`config.mk`:
```
export PLATFORM = sky130hd
export DESIGN_NAME = xbus_strobe_seq
export DESIGN_NICKNAME = d
export VERILOG_FILES = /design/src/rtl/xbus_strobe_seq.sv
export SDC_FILE = /design/constraint.sdc
export NUM_CORES = 1
export LEC_CHECK = 0
export BUFFER_PORTS_ARGS = -buffer_cell sky130_fd_sc_hd__buf_2
export CORE_MARGIN = 4
export CORE_UTILIZATION = 50
export CTS_BUF_LIST = sky130_fd_sc_hd__clkbuf_16
export DETAILED_ROUTE_END_ITERATION = 12
export GPL_ROUTABILITY_DRIVEN = 0
export PLACE_DENSITY = 0.86
export SYNTH_ARGS = -nofsm -noshare
export SYNTH_HDL_FRONTEND = slang
export SYNTH_SLANG_ARGS = --single-unit
```
`constraint.sdc`:
```
create_clock -name clk -period 3.5 [get_ports clk]
set_clock_uncertainty 0.1 [all_clocks]
set_input_delay 0 -clock clk [delete_from_list [all_inputs] [get_ports clk]]
set_output_delay 0 -clock clk [all_outputs]
set_load 0.01 [all_outputs]
```
`src/rtl/xbus_strobe_seq.sv`:
```
module xbus_strobe_seq #(
  parameter int DW = 8,
  parameter int STATE_CLKS = 2,
  parameter logic [2*DW-1:0] INT_TOP = 16'h0FFF
) (
  input  logic          clk,
  input  logic          rst,
  input  logic          ea_pin,
  input  logic          req_fetch,
  input  logic          req_movc,
  input  logic          req_rd,
  input  logic          req_wr,
  input  logic          wide,
  input  logic [2*DW-1:0] addr,
  input  logic [DW-1:0] wdata,
  input  logic          ale_off,
  input  logic [DW-1:0] p2_sfr,
  input  logic [DW-1:0] p0_in,
  output logic          take,
  output logic          ale,
  output logic          psen_n,
  output logic          rd_n,
  output logic          wr_n,
  output logic [DW-1:0] p0_out,
  output logic          p0_oe,
  output logic [DW-1:0] p2_out,
  output logic [DW-1:0] rdata,
  output logic          rvalid
);
  localparam int AW    = 2 * DW;
  localparam int SLOT  = 3 * STATE_CLKS;
  localparam int DSLOT = 2 * SLOT;
  localparam int CW    = $clog2(DSLOT);
  localparam logic [CW-1:0] ADDR_END  = CW'(STATE_CLKS);
  localparam logic [CW-1:0] STRB_END  = CW'(DSLOT - STATE_CLKS);
  localparam logic [CW-1:0] SLOT_LAST = CW'(SLOT - 1);
  localparam logic [CW-1:0] DSLT_LAST = CW'(DSLOT - 1);
  localparam logic [CW-1:0] FCAP      = CW'(SLOT - 2);
  localparam logic [CW-1:0] DCAP      = CW'(DSLOT - STATE_CLKS - 2);

  typedef enum logic [2:0] {K_IDLE, K_FINT, K_FEXT, K_DRD, K_DWR} kind_t;

  logic [CW-1:0] cnt;
  kind_t         kind, nkind;
  logic [AW-1:0] a_q;
  logic [DW-1:0] wd_q;
  logic          wide_q, movc_q, aoff_q, ea_lat;

  wire data_op = (kind == K_DRD) || (kind == K_DWR);
  wire addr_ph = cnt < ADDR_END;
  wire strb_ph = !addr_ph && (cnt < STRB_END);
  wire cap     = (kind == K_FEXT && cnt == FCAP) || (kind == K_DRD && cnt == DCAP);

  assign take = (cnt == (data_op ? DSLT_LAST : SLOT_LAST));

  always_comb begin
    if (req_rd)                            nkind = K_DRD;
    else if (req_wr)                       nkind = K_DWR;
    else if (req_fetch && (!ea_lat || addr > INT_TOP)) nkind = K_FEXT;
    else if (req_fetch)                    nkind = K_FINT;
    else                                   nkind = K_IDLE;
  end

  always_ff @(posedge clk) begin
    if (rst) begin
      cnt    <= '0;
      kind   <= K_IDLE;
      a_q    <= '0;
      wd_q   <= '0;
      wide_q <= 1'b0;
      movc_q <= 1'b0;
      aoff_q <= 1'b0;
      ea_lat <= ea_pin;
      rdata  <= '0;
      rvalid <= 1'b0;
    end else begin
      rvalid <= cap;
      if (cap) rdata <= p0_in;
      if (take) begin
        cnt    <= '0;
        kind   <= nkind;
        a_q    <= addr;
        wd_q   <= wdata;
        wide_q <= wide;
        movc_q <= req_movc && req_fetch && !req_rd && !req_wr;
        aoff_q <= ale_off;
      end else begin
        cnt <= cnt + 1'b1;
      end
    end
  end

  assign ale    = addr_ph && (data_op || movc_q || !aoff_q);
  assign psen_n = !(kind == K_FEXT && !addr_ph);
  assign rd_n   = !(kind == K_DRD && strb_ph);
  assign wr_n   = !(kind == K_DWR && strb_ph);
  assign p0_oe  = (addr_ph && (kind == K_FEXT || data_op)) || (kind == K_DWR);
  assign p0_out = addr_ph ? a_q[DW-1:0] : wd_q;
  assign p2_out = (kind == K_FEXT || (data_op && wide_q)) ? a_q[AW-1:DW] : p2_sfr;


  psen_busfree_chk: assert property (@(posedge clk) disable iff (rst) !psen_n |-> !p0_oe);

  one_strobe_chk: assert property (@(posedge clk) disable iff (rst)
    $countones({~psen_n, ~rd_n, ~wr_n}) <= 1);

  rd_after_ale_chk: assert property (@(posedge clk) disable iff (rst) $fell(rd_n) |-> $past(ale));

  wr_after_ale_chk: assert property (@(posedge clk) disable iff (rst) $fell(wr_n) |-> $past(ale));

  ea_hold_chk: assert property (@(posedge clk) disable iff (rst) $past(!rst) |-> $stable(ea_lat));

  psen_route_chk: assert property (@(posedge clk) disable iff (rst)
    !psen_n |-> (!ea_lat || a_q > INT_TOP));
endmodule

```
==> run_results.csv <==
group,metric,value,unit
run_status,status,"complete, no violations",
cells_and_area,multi_input_comb_area,1090,µm²
floorplan,die_area,5390,µm²
critical_path,timing.rr.end,"a_q[7]",
cells_and_area,nFillCells,272,
power_and_ir_drop,irDropWorstVdd,0.318,mV
global_route,grt_pass1_wl,11300,µm
sta,layout_setup_ws,1240,ps
min_path,holdPathEnd,"kind[2]",
power_and_ir_drop,power_density,377,nW/µm²
power_and_ir_drop,netSwitchingFraction,24.0,%
synth,syn_nets,286,
cells_and_area,final_nets,389,
power_and_ir_drop,power_frac_clock,40.5,%
global_route,grtUsageTotal,27.9,%
cells_and_area,antenna_cells,0,
critical_path,reg2regPathDepth,4,
clock_network,cts_tree,"yes",
sta,hold_viol_final,0,
clock_network,numCtsBuffers,5,
sta,fin_setup_tns,0,ps
clock_network,clk_latency,290,ps
floorplan,die_h,73.4,µm
critical_path,worstPathRequired,3400,ps
routing,wl_per_cell,17.8,µm
sta,min_period,2260,ps
clock_network,clkTransAtPathRegs,60,ps
global_route,grt_remaining_overflow,0,
power_and_ir_drop,finalPower,1.12,mW
critical_path,ff2ff_setup_slack,1490,ps
floorplan,num_rows,23,
cells_and_area,drive_gt1_share,33.3,%
cells_and_area,area_growth,38.9,%
sta,drv_slew,0,
global_route,grt_pass1_vias,2305,
critical_path,cp_max_fo,9,
floorplan,io-pin-count,80,
cells_and_area,final_util,73.2,%
job,cap_violations,0,
synth,muxShareOfSynthArea,12.2,%
synth,yosys_most_used_dff,"dfxtp_1",
synth,synthSimpleGateAreaFrac,18.8,%
routing,first_pass_iters,4,
routing,avgViaCountPerCell,5.78,
synth,ys_warn_count,0,
global_route,grt_max_degree,45,
power_and_ir_drop,pwr-share-seq,46.8,%
synth,synth-async-reset-ratio,0,%
global_route,antenna_found_initial,0,
sta,fin_crit_sh,64.7,%
min_path,min_from,"req_wr",
synth,synth_edf_count,1,
sta,fmaxAchievable,442,MHz
critical_path,crit_path_end_kind,"primary output",
routing,wirelength,6940,µm
synth,syn_inst,235,
placed_design,dp_hpwl,3620,µm
routing,drc_errors,0,
power_and_ir_drop,comb_power_share,12.8,%
clock_network,cts.path.max_buffers,2,
clock_network,cts.sinks,44,
floorplan,initial_core_util,52.7,%
routing,drt-initial-drc-count,186,
synth,ys_types,42,
placed_design,preCtsSetupSlack,1580,ps
sta,tightestPinTransition,781,ps
synth,synth_compound_area_share,18.5,%
synth,yosysSeqAreaShare,41.6,%
sta,relSlewSlack,47.6,%
min_path,hp-class,"in -> reg",
synth,ys_seq_elements,44,
floorplan,coreArea,4060,µm²
critical_path,crit_arrival,2160,ps
cells_and_area,regArea,891,µm²
critical_path,startpoint_type,"register",
synth,synth_top_family_by_area,"simple AND/OR/NAND/NOR gates",
synth,synth_xor_area_share,0.409,%
placed_design,io_buffers,79,
sta,setup_viol,0,
synth,synth_fa_ha_area_share,1.17,%
routing,antenna_left,0,
synth,syn_area_per_cell,9.10,µm²
power_and_ir_drop,internal_power,850,µW
routing,vias,2249,
power_and_ir_drop,leakagePower,1.23,nW
sta,rsz0062_at_grt,"false",
power_and_ir_drop,p_sw,269,µW
floorplan,die_x,73.4,µm
critical_path,reg2reg_from,"kind[0]",
clock_network,ctsHtreeMaxLevel,2,
clock_network,root_buffer,"clkbuf_16",
synth,syn-cell-area,2140,µm²
clock_network,cts_setup_buffers,0,
critical_path,critPathKind,"reg -> out",
min_path,whs_path_depth,4,
## through the flow
step	instance area, µm²	instances	hold WS (ps)
after floorplan	2140	235	-1.13
after global placement	2470	345	80.5
after detailed placement	2470	345	80.5
after CTS	2970	389	5.43
after global routing	2970	389	68.9
final	2970	389	36.2
## cell usage in the layout (no fill, tap or decap), types with 2 or more instances in the layout
master	n
buf_2	79
dfxtp_1	43
dlygate4sd3_1	36
a21oi_1	30
nand3_1	28
o21ai_0	22
mux2_2	16
nor2_1	11
mux2i_1	8
o21ai_1	7
nor3_1	5
inv_1	5
nand2_1	5
clkbuf_16	5
nor2b_1	4
nor3b_1	4
and3b_1	2
nand2b_1	2
ha_1	2
buf_4	2
## cells in the mapped netlist, drive strengths merged (2+ instances only)
master | number | area [µm²]
o21ai | 30 | 154
mux2i | 8 | 80.1
nor3b | 5 | 48.8
nor3 | 5 | 25.0
buf | 16 | 123
a211oi | 2 | 20.0
ha | 2 | 25.0
mux2 | 16 | 180
a21oi | 30 | 150
nand2b | 2 | 12.5
nand3 | 29 | 150
dfxtp | 43 | 861
nand2 | 6 | 25.0
nor2 | 11 | 41.3
clkbuf | 5 | 18.8
inv | 4 | 15.0
nor2b | 4 | 25.0
and3b | 2 | 17.5
## final cells by class
type,instances,area share (%)
Sequential cell,44,30.0
Timing Repair Buffer,117,25.9
Multi-Input combinational cell,166,36.8
Inverter,4,0.505
Clock inverter,3,0.505
Tap cell,50,2.11
Clock buffer,5,4.21
## repair_timing
item	4_1_cts	5_1_grt
hold buffers	36	0
hold endpoints to repair	37	0
resized for setup	0	0
## worst max-delay path: stages, from the launching register on
cell     delay, ps
dfxtp_1        400
nor3_1         680
buf_4          290
mux2_2         350
buf_2          140
## kinds of logic after synthesis
| logic type | count (synthesis) |
|---|---|
| AND/OR/NAND/NOR | 70 |
| AO/OA/AOI/OAI | 69 |
| flip-flops | 44 |
| buffers and inverters | 25 |
| multiplexers | 24 |
| adder cells (fa/ha/maj) | 2 |
| XOR/XNOR | 1 |
## worst max path at each step
stage / cells past startpoint / start / slack, ps / end
finish: 4 / cnt[1] / 1240 / p0_out[6]
global route: 4 / cnt[1] / 1100 / p0_out[1]
CTS: 4 / cnt[1] / 1260 / p0_out[6]
detailed placement: 4 / kind[0] / 1580 / aoff_q
global placement: 4 / cnt[1] / 1600 / p0_out[6]
floorplan: 6 / kind[0] / 1930 / kind[1]
## layer usage
| metal | track usage (%) | vias to the layer above | wire, µm |
|---|---|---|---|
| met4 | 19.9 | 0 | 382 |
| met2 | 46.4 | 121 | 3560 |
| met3 | 7.80 | 35 | 539 |
| met1 | 30.4 | 1043 | 2450 |
| met5 | 0 | - | 0 |
| li1 | - | 1050 | - |
## sequential cells by signal (all words and copies together), names as in the netlist
name,cells
aoff_q,1
a_q,16
kind,3
wide_q,1
cnt,4
ea_lat,1
rvalid,1
rdata,8
wd_q,8
movc_q,1
## power by group through the flow
stage | Sequential [mW] | Combinational [mW] | Clock, mW
2_1_floorplan | 0.529 | 0.0624 | 0
3_3_place_gp | 0.532 | 0.103 | 0
3_5_place_dp | 0.533 | 0.105 | 0
4_1_cts | 0.522 | 0.137 | 0.449
5_1_grt | 0.524 | 0.154 | 0.480
6_report | 0.523 | 0.143 | 0.453
No activity file was read; power rests on OpenSTA's default activity.
